$ cat config.mk
export PLATFORM = sky130hd
export DESIGN_NAME = bf_postproc
export DESIGN_NICKNAME = d
export VERILOG_FILES = /design/src/rtl/bf_pkg.sv /design/src/rtl/bf_unsat_count.sv /design/src/rtl/bf_select_worst.sv /design/src/rtl/bf_synd_weight.sv /design/src/rtl/bf_postproc.sv
export SDC_FILE = /design/constraint.sdc
export NUM_CORES = 1
export LEC_CHECK = 0
export BUFFER_PORTS_ARGS = -buffer_cell sky130_fd_sc_hd__buf_2
export CAP_MARGIN = 20
export CORE_ASPECT_RATIO = 0.9
export CORE_MARGIN = 5
export CORE_UTILIZATION = 40
export DETAILED_ROUTE_END_ITERATION = 10
export GPL_TIMING_DRIVEN = 0
export HOLD_SLACK_MARGIN = 0.1
export SYNTH_ARGS = -nofsm -noshare
export SYNTH_HDL_FRONTEND = slang
export SYNTH_SLANG_ARGS = --single-unit
$ cat constraint.sdc
create_clock -name clk -period 9.1 [get_ports clk]
set_input_delay 0.91 -clock clk [delete_from_list [all_inputs] [get_ports clk]]
set_output_delay 0.91 -clock clk [all_outputs]
set_load 0.02 [all_outputs]
$ cat src/rtl/bf_pkg.sv
package bf_pkg;

   typedef enum logic [0:0] {
      ST_IDLE = 1'b0,
      ST_RUN  = 1'b1
   } bf_state_e;

endpackage

$ cat src/rtl/bf_unsat_count.sv
// Scores every variable node: violated checks in its column.
module bf_unsat_count #(
   parameter int N_VAR = 10,
   parameter int N_CHK = 5,
   parameter logic [N_VAR*N_CHK-1:0] H_COLS = '0,
   localparam int CNT_W = $clog2(N_CHK + 1)
) (
   input  logic [N_CHK-1:0]            syndrome,
   output logic [N_VAR-1:0][CNT_W-1:0] score
);

   for (genvar v = 0; v < N_VAR; v++) begin : g_var
      localparam logic [N_CHK-1:0] COL = H_COLS[v*N_CHK +: N_CHK];
      logic [N_CHK-1:0] hit;
      assign hit = syndrome & COL;
      always_comb begin
         score[v] = '0;
         for (int c = 0; c < N_CHK; c++) begin
            score[v] = score[v] + CNT_W'(hit[c]);
         end
      end
   end

endmodule

$ cat src/rtl/bf_select_worst.sv
// Picks the highest score; a later index wins only on a strictly greater score.
module bf_select_worst #(
   parameter int N_VAR = 10,
   parameter int N_CHK = 5,
   localparam int CNT_W = $clog2(N_CHK + 1),
   localparam int IDX_W = (N_VAR > 1) ? $clog2(N_VAR) : 1
) (
   input  logic [N_VAR-1:0][CNT_W-1:0] score,
   output logic [CNT_W-1:0]            best_cnt,
   output logic [IDX_W-1:0]            best_idx,
   output logic [N_VAR-1:0]            flip_oh
);

   always_comb begin
      best_cnt = score[0];
      best_idx = '0;
      for (int v = 1; v < N_VAR; v++) begin
         if (score[v] > best_cnt) begin
            best_cnt = score[v];
            best_idx = IDX_W'(v);
         end
      end
   end

   always_comb begin
      flip_oh = '0;
      if (best_cnt != '0) begin
         flip_oh[best_idx] = 1'b1;
      end
   end

endmodule

$ cat src/rtl/bf_synd_weight.sv
// Counts the violated checks presented with start.
module bf_synd_weight #(
   parameter int N_CHK = 5,
   localparam int WGT_W = $clog2(N_CHK + 1)
) (
   input  logic [N_CHK-1:0] syndrome,
   output logic [WGT_W-1:0] weight
);

   always_comb begin
      weight = '0;
      for (int c = 0; c < N_CHK; c++) begin
         weight = weight + WGT_W'(syndrome[c]);
      end
   end

endmodule

$ cat src/rtl/bf_postproc.sv
module bf_postproc
   import bf_pkg::*;
#(
   parameter int N_VAR       = 10,
   parameter int N_CHK       = 5,
   parameter int ROUND_LIMIT = 30,
   parameter logic [N_VAR*N_CHK-1:0] H_COLS =
      50'b11000_10100_01100_10010_01010_00110_10001_01001_00101_00011
) (
   input  logic             clk,
   input  logic             rst_n,
   input  logic             start,
   input  logic [N_VAR-1:0] hard_in,
   input  logic [N_CHK-1:0] synd_in,
   output logic             busy,
   output logic             done,
   output logic [N_VAR-1:0] word_out,
   output logic             success,
   output logic             failure
);

   localparam int CNT_W   = $clog2(N_CHK + 1);
   localparam int IDX_W   = (N_VAR > 1) ? $clog2(N_VAR) : 1;
   localparam int RND_W   = $clog2(ROUND_LIMIT + 1);
   localparam int BYP_LIM = 2 * ROUND_LIMIT;

   // elaboration-time parameter checks
   if (N_VAR < 2) begin : g_chk_var
      $error("bf_postproc: N_VAR must be at least 2");
   end
   if (N_CHK < 1) begin : g_chk_chk
      $error("bf_postproc: N_CHK must be at least 1");
   end
   if (ROUND_LIMIT < 1) begin : g_chk_lim
      $error("bf_postproc: ROUND_LIMIT must be at least 1");
   end
   for (genvar v = 0; v < N_VAR; v++) begin : g_chk_col
      if (H_COLS[v*N_CHK +: N_CHK] == '0) begin : g_empty
         $error("bf_postproc: every column of H_COLS needs a set bit");
      end
   end

   bf_state_e              state_q;
   logic [N_VAR-1:0]       word_q;
   logic [N_CHK-1:0]       synd_q;
   logic [RND_W-1:0]       round_q;
   logic                   done_q, succ_q, fail_q;

   logic [N_VAR-1:0][CNT_W-1:0] score;
   logic [CNT_W-1:0]       best_cnt;
   logic [IDX_W-1:0]       best_idx;
   logic [N_VAR-1:0]       flip_oh;
   logic [N_CHK-1:0]       flip_col;
   logic [CNT_W-1:0]       in_wgt;
   logic                   bypass;

   bf_unsat_count #(.N_VAR(N_VAR), .N_CHK(N_CHK), .H_COLS(H_COLS)) u_count (
      .syndrome (synd_q),
      .score    (score)
   );

   bf_select_worst #(.N_VAR(N_VAR), .N_CHK(N_CHK)) u_select (
      .score    (score),
      .best_cnt (best_cnt),
      .best_idx (best_idx),
      .flip_oh  (flip_oh)
   );

   bf_synd_weight #(.N_CHK(N_CHK)) u_weight (
      .syndrome (synd_in),
      .weight   (in_wgt)
   );

   assign bypass = 32'(in_wgt) > 32'(BYP_LIM);

   always_comb begin
      flip_col = '0;
      for (int v = 0; v < N_VAR; v++) begin
         if (flip_oh[v]) begin
            flip_col = flip_col ^ H_COLS[v*N_CHK +: N_CHK];
         end
      end
   end

   always_ff @(posedge clk or negedge rst_n) begin
      if (!rst_n) begin
         state_q <= ST_IDLE;
         word_q  <= '0;
         synd_q  <= '0;
         round_q <= '0;
         done_q  <= 1'b0;
         succ_q  <= 1'b0;
         fail_q  <= 1'b0;
      end else begin
         done_q <= 1'b0;
         unique case (state_q)
            ST_IDLE: begin
               if (start) begin
                  word_q  <= hard_in;
                  synd_q  <= synd_in;
                  round_q <= '0;
                  succ_q  <= 1'b0;
                  if (bypass) begin
                     done_q <= 1'b1;
                     fail_q <= 1'b1;
                  end else begin
                     fail_q  <= 1'b0;
                     state_q <= ST_RUN;
                  end
               end
            end
            ST_RUN: begin
               if (synd_q == '0) begin
                  done_q  <= 1'b1;
                  succ_q  <= 1'b1;
                  state_q <= ST_IDLE;
               end else if (best_cnt == '0 || round_q == RND_W'(ROUND_LIMIT)) begin
                  done_q  <= 1'b1;
                  fail_q  <= 1'b1;
                  state_q <= ST_IDLE;
               end else begin
                  word_q  <= word_q ^ flip_oh;
                  synd_q  <= synd_q ^ flip_col;
                  round_q <= round_q + 1'b1;
               end
            end
            default: state_q <= ST_IDLE;
         endcase
      end
   end

   assign busy     = (state_q == ST_RUN);
   assign done     = done_q;
   assign word_out = word_q;
   assign success  = succ_q;
   assign failure  = fail_q;

   // an oversized syndrome passes the word through and fails
   assert_bypass_R2: assert property (@(posedge clk) disable iff (!rst_n)
      (state_q == ST_IDLE && start && bypass) |=>
         (done_q && fail_q && !succ_q && word_q == $past(hard_in)));

   // a round changes at most one bit of the word
   assert_single_flip_R3: assert property (@(posedge clk) disable iff (!rst_n)
      (state_q == ST_RUN) |=> ($countones(word_q ^ $past(word_q)) <= 1));

   // word and syndrome move in the same rounds
   assert_synd_tracks_R5: assert property (@(posedge clk) disable iff (!rst_n)
      (state_q == ST_RUN) |=> ((word_q != $past(word_q)) == (synd_q != $past(synd_q))));

   // success only with every check satisfied
   assert_success_zero_R6: assert property (@(posedge clk) disable iff (!rst_n)
      (done_q && succ_q) |-> (synd_q == '0));

   // round count never passes the budget
   assert_round_bound_R7: assert property (@(posedge clk) disable iff (!rst_n)
      round_q <= RND_W'(ROUND_LIMIT));

   // exactly one outcome flag with each completion
   assert_outcome_onehot_R10: assert property (@(posedge clk) disable iff (!rst_n)
      done_q |-> $onehot({succ_q, fail_q}));

   // done lasts one cycle
   assert_done_pulse_R9: assert property (@(posedge clk) disable iff (!rst_n)
      done_q |=> !done_q);

endmodule

Word level (Yosys, flattened, before mapping)

Cells that the tools add are included.

Add/subtract/negate cells: 11
$lt $le $gt $ge: 11
Eq/ne operators: 6
Multiplexer cells: 56
Bitwise logic cells: 12
Reductions and logical operators: 8

Operators with widths:

| cell                                                                         | count |
|---|---|
| 5-bit two-way mux                                                            | 10 |
| 3-bit two-way mux                                                            | 14 |
| 10-bit two-way mux                                                           | 4 |
| 2-bit by 3-bit > comparator with 1-bit output                                | 7 |
| 1-bit by 1-bit adder with 2-bit output                                       | 10 |
| 4-bit two-way mux                                                            | 5 |
| 10-bit one-hot mux with 2 select lines                                       | 1 |
| 5-bit one-hot mux with 2 select lines                                        | 2 |
| 2-bit inverter                                                               | 9 |
| 1-bit two-way mux                                                            | 11 |
| 10-bit XOR                                                                   | 1 |
| 2-bit two-way mux                                                            | 4 |
| 1-bit one-hot mux with 2 select lines                                        | 4 |
| 2-bit inequality test, second input constant                                 | 3 |
| 3-bit AND reduction                                                          | 2 |
| 5-bit by 1-bit adder with 5-bit output, second input constant                | 1 |
| 5-bit equality test, second input constant                                   | 1 |
| 5-bit logical NOT                                                            | 1 |
| 4-bit by 5-bit less-than comparator with 1-bit output, second input constant | 1 |
| 5-bit XOR                                                                    | 1 |
| 1-bit demux with 4-bit select                                                | 1 |
| 4-bit by 1-bit >= comparator with 1-bit output, second input constant        | 1 |
| 2-bit > comparator                                                           | 2 |
| 2-bit by 1-bit inequality test with 1-bit output, second input constant      | 2 |
| 6 further kinds                                                              | 6 |

Bits in registers: 24
Input port bits: 18
Word-level logic and storage cells: 111

Logic depth before layout (Yosys ltp)

Gate-level depths: netlist (run 1).

Depth after elaboration: 47
Depth in mapped cells: 46
Depth with buffers taken out: 46

By module

A second synthesis (run 1) with hierarchy kept.

Cells, all modules: 415
Area, all modules: 3347.0 um^2

By module, submodules not included:

| module          | times used | cells an instance | area each (um^2) | seq. area each (um^2) |
|---|---|---|---|---|
| bf_select_worst | 1          | 217               | 1616.6           | 0.0 |
| bf_postproc     | 1          | 177               | 1526.5           | 600.6 |
| bf_unsat_count  | 1          | 21                | 203.9            | 0.0 |

Worst setup path after synthesis (run 1)

Ideal clock, no wire load.

Kind: flip-flop to flip-flop
Start point: register synd_q[1]
End point: register synd_q[2]
Setup time: 0.071 ns
Arrival: 8.835 ns
Required time: 9.029 ns
Path slack: 0.194 ns
Stages on the path, launching flop included: 47
Buffers on the path: 1
Period minus slack after synthesis: 8.906 ns
Cell sequence: dfrtp_1 inv_1 ha_1 mux2_2 ha_1 nand2b_1 a21oi_1 a31oi_1 ha_1 o21bai_1 a32o_1 o21ai_0 ha_1 nand2b_1 nand2_1 mux2_2 ha_1 nand2b_1 [11 not listed] nor2_1 o21a_1 ha_1 nor2b_1 nor2_1 nor3_1 o211ai_2 nand2_1 ha_1 nand2b_1 a2bb2o_1 clkbuf_1 nor3_1 o211ai_1 nor3_1 a2111oi_1 or4b_1 nand4_1

Longest elaborated chain between the ends: 40
Elaborated cells on any way between the ends: 60
Classes of those cells: add/sub (4); order compare (11); eq/ne (2); mux (33); bitwise (4); reduce/logical (6)

RTL lines:

| item                                          | line                  | source |
|---|---|---|
| from (decl)                                   | bf_postproc.sv:45     | `logic [N_CHK-1:0] synd_q;` |
| from (signal assigned)                        | bf_postproc.sv:100    | `synd_q <= synd_in;` |
| from (signal assigned)                        | bf_postproc.sv:123    | `synd_q <= synd_q ^ flip_col;` |
| 1-bit by 1-bit adder with 2-bit output        | bf_unsat_count.sv:19  | `score[v] = score[v] + CNT_W'(hit[c]);` |
| 2-bit > comparator                            | bf_select_worst.sv:18 | `if (score[v] > best_cnt) begin` |
| 2-bit two-way mux                             | bf_select_worst.sv:18 |  |
| 2-bit > comparator                            | bf_select_worst.sv:18 |  |
| 3-bit two-way mux                             | bf_select_worst.sv:18 |  |
| 2-bit by 3-bit > comparator with 1-bit output | bf_select_worst.sv:18 |  |
| 3-bit two-way mux                             | bf_select_worst.sv:18 |  |
| 2-bit by 3-bit > comparator with 1-bit output | bf_select_worst.sv:18 |  |
| [23 not listed]                               | --                    |  |
| 2-bit inverter (no source line)               | --                    |  |
| 4-bit two-way mux                             | bf_postproc.sv:79     | `if (flip_oh[v]) begin` |
| 2-bit inverter (no source line)               | --                    |  |
| 5-bit two-way mux (2 in a row)                | bf_postproc.sv:79     |  |
| 5-bit XOR                                     | bf_postproc.sv:123    |  |
| 5-bit two-way mux                             | bf_postproc.sv:117    | `end else if (best_cnt == '0 \|\| round_q == RND_W'(ROUND_LIMIT)) begin` |
| 5-bit two-way mux                             | bf_postproc.sv:113    | `if (synd_q == '0) begin` |
| 5-bit one-hot mux with 2 select lines         | bf_postproc.sv:96     | `unique case (state_q)` |

Parallel ways exist; a longest one is shown, timed or not. The select of a mux whose other input is x is not followed.
A chain may end at the register's enable or synchronous reset.

Worst setup path after layout (run 1)

Start point: register synd_q[0]
End point: register synd_q[2]

Same word-level chain as after synthesis.

==> reports/metrics.yaml, run 1 <==
status: "finished clean"
grt_pass1_vias: 2295
synth_edf_count: 0
critical_path_class: "flop to flop"
synth_top_area_share: 0.235
syn-instance-count: 307
dpl-instance-area_um2: 2810
ys_warn_count: 0
clock_latency_ps: 280
end_kind: "flop"
grt_start_max_net_pins: 25
finalHoldViolCount: 0
max_stage_delay_ps: 480
firstDrtPassIters: 4
startpoint_type: "flop"
antennaDiodeCount: 0
min_path_cells: 1
routedWlPerCell_um: 15.6
layout.nets: 423
ctsHoldBuffers: 0
grt_pass1_wl_um: 11700
slew_violations: 0
final_antenna_net_count: 0
setup_viol: 0
cts_root_buf: "clkbuf_8"
area_growth_pct: 30.6
vias: 2489
cap_viol_max_count: 0
drt_iter0_markers: 121
num_io_pins: 32
cts_buffers: 3
viasPerCell: 5.51
cp_max_fo: 6
synthesis.nets: 364
cts_tree: "done"
grt_overflow: 0
worstPathArrival_ps: 8950
start_util: 0.415
post-route-util: 0.543
ys_ff_latch: 24
portBuffers: 30
grt_use_total: 0.177
synth-async-reset-ratio: 1.00
fin_skew_ps: 7.07
whs_ps: 480
syn_area_um2: 2550
worstMarginPinSlew_ps: 757
synth.avg_cell_area_um2: 8.32
clk_pin_slew_ps: 90
slew_headroom: 0.493
synth_largest_area_cell: "dfrtp_1"
period_minus_slack_ps: 8740
drcViolationCount: 0
worstReg2RegStart: "synd_q[0]$_DFFE_PN0P_"
synth_ff_type: "dfrtp_1"
synth-seq-area-share: 0.235
hp-class: "flop to flop"
synth_cell_types: 59
cp_common_cell: "ha_1"
final_area_um2: 3340
fp-row-count: 27
layout_commonest_cell: "ha_1"
place_hpwl_um: 5300
cts.sinks: 24
min_from: "round_q[4]$_DFFE_PN0P_"
place.gp.congestion: 0.869
coreArea_um2: 6150
cts_max_level: 1
antenna_found_initial: 0
fmax_ghz: 0.114
die_x_um: 94.2
finalCritPeriodShare: 0.960
synthTopCellsByArea: "dfrtp_1 24%, ha_1 19%, nand2_1 4.6%"
routed_wirelength_um: 7040
drive_above_1_share: 0.329
cp-startpoint: "synd_q[0]$_DFFE_PN0P_"
clockBufferDepth: 2
die_h_um: 85.8
crit_required_ps: 9310
final_cell_mix: "36 x ha_1, 30 x buf_2, 27 x nand2_1"
cp_slowest_cell: "or4b_1"
worstRegToRegCells: 45
die-area_um2: 8080
metal layers:
metal	wire, um	global-route usage	vias up
li1	-	-	1247
met1	3500	0.263	1185
met2	3190	0.280	53
met3	306	0.0237	4
met4	42	0.0236	0
met5	0	0	-
flip-flops by register name, indices dropped and copies added (netlist names):
register,count
synd_q,5
done,1
word_out,10
failure,1
round_q,5
success,1
busy,1
layout make-up:
class                           count  area (um2)
Inverter                           26        97.6
Tap cell                           87         109
Multi-Input combinational cell    248        2080
Clock buffer                        3        41.3
Fill cell                         581        2810
Clock inverter                      1        30.0
Sequential cell                    24         606
Buffer                              8        35.0
Timing Repair Buffer               55         338
worst paths after layout:
| path | end | slack, ps |
|---|---|---|
| worst max-delay path | synd_q[2]$_DFFE_PN0P_ | 360 |
| worst min-delay path | round_q[4]$_DFFE_PN0P_ | 480 |
| worst max register to register | synd_q[2]$_DFFE_PN0P_ | 360 |
| worst min register to register | round_q[4]$_DFFE_PN0P_ | 480 |
| max in group asynchronous | synd_q[1]$_DFFE_PN0P_ | 8080 |
| min in group asynchronous | synd_q[4]$_DFFE_PN0P_ | 610 |
cells in the mapped netlist (all sizes together), types with 5 or more instances:
cell,instances
o21ba,5
nand2b,8
ha,39
o21ai,14
o21bai,8
o22ai,6
o211ai,6
dfrtp,24
a221o,5
nand4,6
clkbuf,6
a31oi,5
nor2b,7
a21oi,10
nand2,31
inv,26
nand3,8
nor2,23
nor3,12
critical path: cells and delay by family (launching register included):
family	cells	cell delay, ps
and+or+nand+nor	21	2710
adders and majority gates	9	2600
AOI/OAI and AO/OA	11	2110
muxes	2	610
DFF	1	430
buffers and inverters	2	220
stage by stage:
stage | setup TNS, ps | std cells | worst slack [ps]
after floorplan | 0 | 307 | 194
after global placement | -18390 | 424 | -1280
after detailed placement | -19140 | 424 | -1300
after CTS | 0 | 432 | 12.6
after global routing | -959 | 452 | -113
final | 0 | 452 | 361
timing repair:
item / 4_1_cts / 5_1_grt
resized for setup: 35 / 27
endpoints found under the setup margin: 23 / 21
endpoints found under the hold margin: 0 / 0
pin swaps: 8 / 19
buffers inserted: 5 / 20
cells by family after synthesis:
group,synth area share
xor gates and xnor gates,0.0240
adders and majority gates,0.191
muxes,0.0245
and+or+nand+nor,0.209
buffers and inverters,0.0519
DFF,0.235
AOI/OAI and AO/OA,0.265
Power of run 1 is left out: the tool's default activity adds up to more than one toggle a clock period on the data nets, which glitch-free logic cannot reach.
==> run 2: changes to the inputs <==
CORE_UTILIZATION = 45   (was 40)
PLACE_DENSITY = 0.67   (was not set)
==> reports/metrics.yaml, run 2 (synthesis results as in run 1) <==
routed_wirelength_um: 6960
start_util: 0.456
grt_start_max_net_pins: 25
fin_skew_ps: 2.07
cts_root_buf: "clkbuf_8"
die_x_um: 89.4
place_hpwl_um: 5090
viasPerCell: 5.75
hp-class: "flop to flop"
status: "finished clean"
worstReg2RegStart: "synd_q[0]$_DFFE_PN0P_"
finalCritPeriodShare: 0.965
coreArea_um2: 5600
setup_viol: 0
drt_iter0_markers: 168
cts_max_level: 1
post-route-util: 0.599
grt_pass1_vias: 2288
crit_required_ps: 9260
worstPathArrival_ps: 8940
antenna_found_initial: 0
drive_above_1_share: 0.333
cp_common_cell: "ha_1"
grt_pass1_wl_um: 10900
min_path_cells: 1
dpl-instance-area_um2: 2790
period_minus_slack_ps: 8780
ctsHoldBuffers: 0
layout_commonest_cell: "ha_1"
worstMarginPinSlew_ps: 808
largest_reg_flops: 10
min_from: "round_q[4]$_DFFE_PN0P_"
cts_buffers: 3
grt_overflow: 0
startpoint_type: "flop"
final_cell_mix: "33 x ha_1, 30 x buf_2, 28 x nand2_1"
finalHoldViolCount: 0
max_stage_delay_ps: 410
slew_headroom: 0.459
cts.sinks: 24
clockBufferDepth: 2
die_h_um: 81.5
tns_ps: 0
grt_use_total: 0.189
firstDrtPassIters: 4
critical_path_class: "flop to flop"
vias: 2507
fmax_ghz: 0.114
clk_pin_slew_ps: 80
final_antenna_net_count: 0
cp_slowest_cell: "dfrtp_2"
antennaDiodeCount: 0
layout.nets: 424
clock_latency_ps: 270
worstRegToRegCells: 45
die-area_um2: 7280
routedWlPerCell_um: 16.0
cp-startpoint: "synd_q[0]$_DFFE_PN0P_"
fp-row-count: 26
cap_viol_max_count: 0
cts_tree: "done"
area_growth_pct: 31.2
num_io_pins: 32
final_area_um2: 3350
portBuffers: 30
cp_max_fo: 7
end_kind: "flop"
drcViolationCount: 0
place.gp.congestion: 0.935
n_fill_cell: 504
slew_violations: 0
==> run 2: repair_timing <==
item                                    4_1_cts  5_1_grt
resized for setup                            32       34
buffers inserted                              7       19
pin swaps                                     8       19
endpoints found under the setup margin       23       21
==> run 2: worst paths after layout <==
path | endpoint | slack (ps)
min in group asynchronous | done$_DFF_PN0_ | 610
worst min register to register | round_q[4]$_DFFE_PN0P_ | 490
worst max-delay path | word_out[3]$_DFFE_PN0P_ | 320
worst min-delay path | round_q[4]$_DFFE_PN0P_ | 490
worst max register to register | word_out[3]$_DFFE_PN0P_ | 320
max in group asynchronous | synd_q[0]$_DFFE_PN0P_ | 8090
==> run 2: layout make-up <==
| cell class | instances | area, um2 | area share |
|---|---|---|---|
| inverters | 26 | 97.6 | 0.0291 |
| clock buffers | 4 | 55.1 | 0.0164 |
| well taps | 70 | 87.6 | 0.0261 |
| plain buffers | 8 | 35.0 | 0.0105 |
| multi-input cells | 248 | 2130 | 0.634 |
| repair buffers | 56 | 345 | 0.103 |
| flip-flops and latches | 24 | 604 | 0.180 |
==> run 2: stage by stage <==
stage | cells | hold WS [ps] | setup slack, ps
after detailed placement | 407 | 487 | -1370
after global placement | 407 | 478 | -1210
final | 436 | 491 | 317
after CTS | 417 | 498 | 10.5
after global routing | 436 | 520 | -121
after floorplan | 307 | 445 | 194
==> run 2: routing by layer <==
| metal | track usage | vias to the layer above | wire [um] |
|---|---|---|---|
| met5 | 0 | - | 0 |
| met2 | 0.320 | 50 | 3410 |
| met3 | 0.0251 | 4 | 327 |
| li1 | - | 1254 | - |
| met1 | 0.267 | 1199 | 3200 |
| met4 | 0.0208 | 0 | 23 |
==> run 2: critical path, delay by kind of cell, from the launching register on <==
kind                     cells  cell delay [ps]
AND/OR/NAND/NOR             20             2380
adder cells (fa/ha/maj)      9             2550
buffers and inverters        1               50
AO/OA/AOI/OAI               12             2480
multiplexers                 2              640
flip-flops                   1              410
XOR/XNOR                     1              170
Power of run 2 is left out for the same reason.
==> run 3: changes to the inputs <==
CORE_ASPECT_RATIO = not set   (was 0.9)
PLACE_DENSITY = 0.66   (was 0.67)
SYNTH_HIERARCHICAL = 1   (was not set)
==> reports/metrics.yaml, run 3 <==
fin_ws_ps: -2360
clk_pin_slew_ps: 90
drcViolationCount: 0
crit_required_ps: 9290
clock_latency_ps: 270
tns_ps: -52790
portBuffers: 31
synth.avg_cell_area_um2: 8.08
finalCritPeriodShare: 1.26
die_h_um: 96.2
cts.sinks: 24
drive_above_1_share: 0.503
min_to: "failure$_DFFE_PN0P_"
routedWlPerCell_um: 17.3
cp_common_cell: "ha_4"
ys_warn_count: 6
layout.nets: 583
cap_viol_max_count: 0
area_growth_pct: 53.8
fin_skew_ps: 3.30
cp_slowest_cell: "dfrtp_2"
worstPathArrival_ps: 11650
largest_reg_flops: 10
cts_buffers: 3
layout_commonest_cell: "buf_4"
finalHoldViolCount: 0
vias: 3643
num_io_pins: 32
slew_violations: 0
coreArea_um2: 7250
grt_setup_unrepaired: "yes"
start_util: 0.461
period_minus_slack_ps: 11460
clockBufferDepth: 2
die-area_um2: 9250
syn-instance-count: 414
setup_viol: 23
antenna_found_initial: 0
end_kind: "flop"
reg2reg_to: "synd_q[1]$_DFFE_PN0P_"
rrSetupSlack_ps: -2360
cts_root_buf: "clkbuf_8"
cts_max_level: 1
ctsHoldBuffers: 0
place.gp.congestion: 0.822
fp-row-count: 31
cts_tree: "done"
hp-class: "flop to flop"
slew_headroom: 0.563
syn_area_um2: 3340
viasPerCell: 5.84
final_antenna_net_count: 0
max_stage_delay_ps: 460
grt_overflow: 0
grt_use_total: 0.220
min_path_cells: 2
worstRegToRegCells: 59
fmax_ghz: 0.0873
antennaDiodeCount: 0
place_hpwl_um: 6620
worstMarginPinSlew_ps: 656
final_cell_mix: "70 x buf_4, 32 x buf_2, 26 x inv_1"
min_from: "failure$_DFFE_PN0P_"
routed_wirelength_um: 10800
die_x_um: 96.2
final_area_um2: 5140
critical_path_class: "flop to flop"
post-route-util: 0.709
cp_max_fo: 5
dpl-instance-area_um2: 3850
firstDrtPassIters: 4
startpoint_type: "flop"
grt_start_max_net_pins: 25
grt_pass1_wl_um: 16300
worstReg2RegStart: "synd_q[0]$_DFFE_PN0P_"
violations: "setup timing"
drt_iter0_markers: 123
status: "finished with violations"
grt_pass1_vias: 3534
## run 3: per-stage QoR
stage / hold slack, ps / worst slack (ps) / instances
global placement: 508 / -2970 / 553
global route: 578 / -2800 / 624
finish: 537 / -2360 / 624
detailed placement: 525 / -3160 / 553
CTS: 553 / -2140 / 610
floorplan: 497 / -1860 / 423
## run 3: timing repair
action,CTS,global route
setup endpoints to repair,23,23
setup buffers,50,15
gates resized for setup,56,86
endpoints found under the hold margin,0,0
cloned,3,0
pin swaps,55,37
## run 3: critical path, delay by kind of cell, from the launching register on
family / cells / cell delay, ps
AOI/OAI and AO/OA: 24 / 4320
xor gates and xnor gates: 2 / 470
adders and majority gates: 10 / 2610
buffers and inverters: 7 / 590
DFF: 1 / 460
muxes: 1 / 290
and+or+nand+nor: 15 / 2610
## run 3: worst max-delay path by stage
stage,endpoint,cells past startpoint,start
final,synd_q[1]$_DFFE_PN0P_,59,synd_q[0]$_DFFE_PN0P_
after global routing,synd_q[1]$_DFFE_PN0P_,59,synd_q[0]$_DFFE_PN0P_
after CTS,synd_q[4]$_DFFE_PN0P_,59,synd_q[0]$_DFFE_PN0P_
after detailed placement,word_out[9]$_DFFE_PN0P_,58,synd_q[2]$_DFFE_PN0P_
after global placement,word_out[5]$_DFFE_PN0P_,57,synd_q[2]$_DFFE_PN0P_
after floorplan,synd_q[1]$_DFFE_PN0P_,56,synd_q[2]$_DFFE_PN0P_
## run 3: area by class of cell
| cell class | count | area, um2 |
|---|---|---|
| Tap cell | 99 | 124 |
| Sequential cell | 24 | 604 |
| Multi-Input combinational cell | 344 | 3380 |
| Fill cell | 511 | 2110 |
| Inverter | 35 | 141 |
| Buffer | 21 | 151 |
| Timing Repair Buffer | 97 | 689 |
| Clock buffer | 4 | 55.1 |
## run 3: per-layer routing
metal | vias up | GRT usage | routed length (um)
li1 | 1743 | - | -
met1 | 1756 | 0.290 | 4480
met2 | 112 | 0.388 | 5510
met3 | 32 | 0.0203 | 531
met4 | 0 | 0.0450 | 250
met5 | - | 0 | 0
Power of run 3 is left out for the same reason.
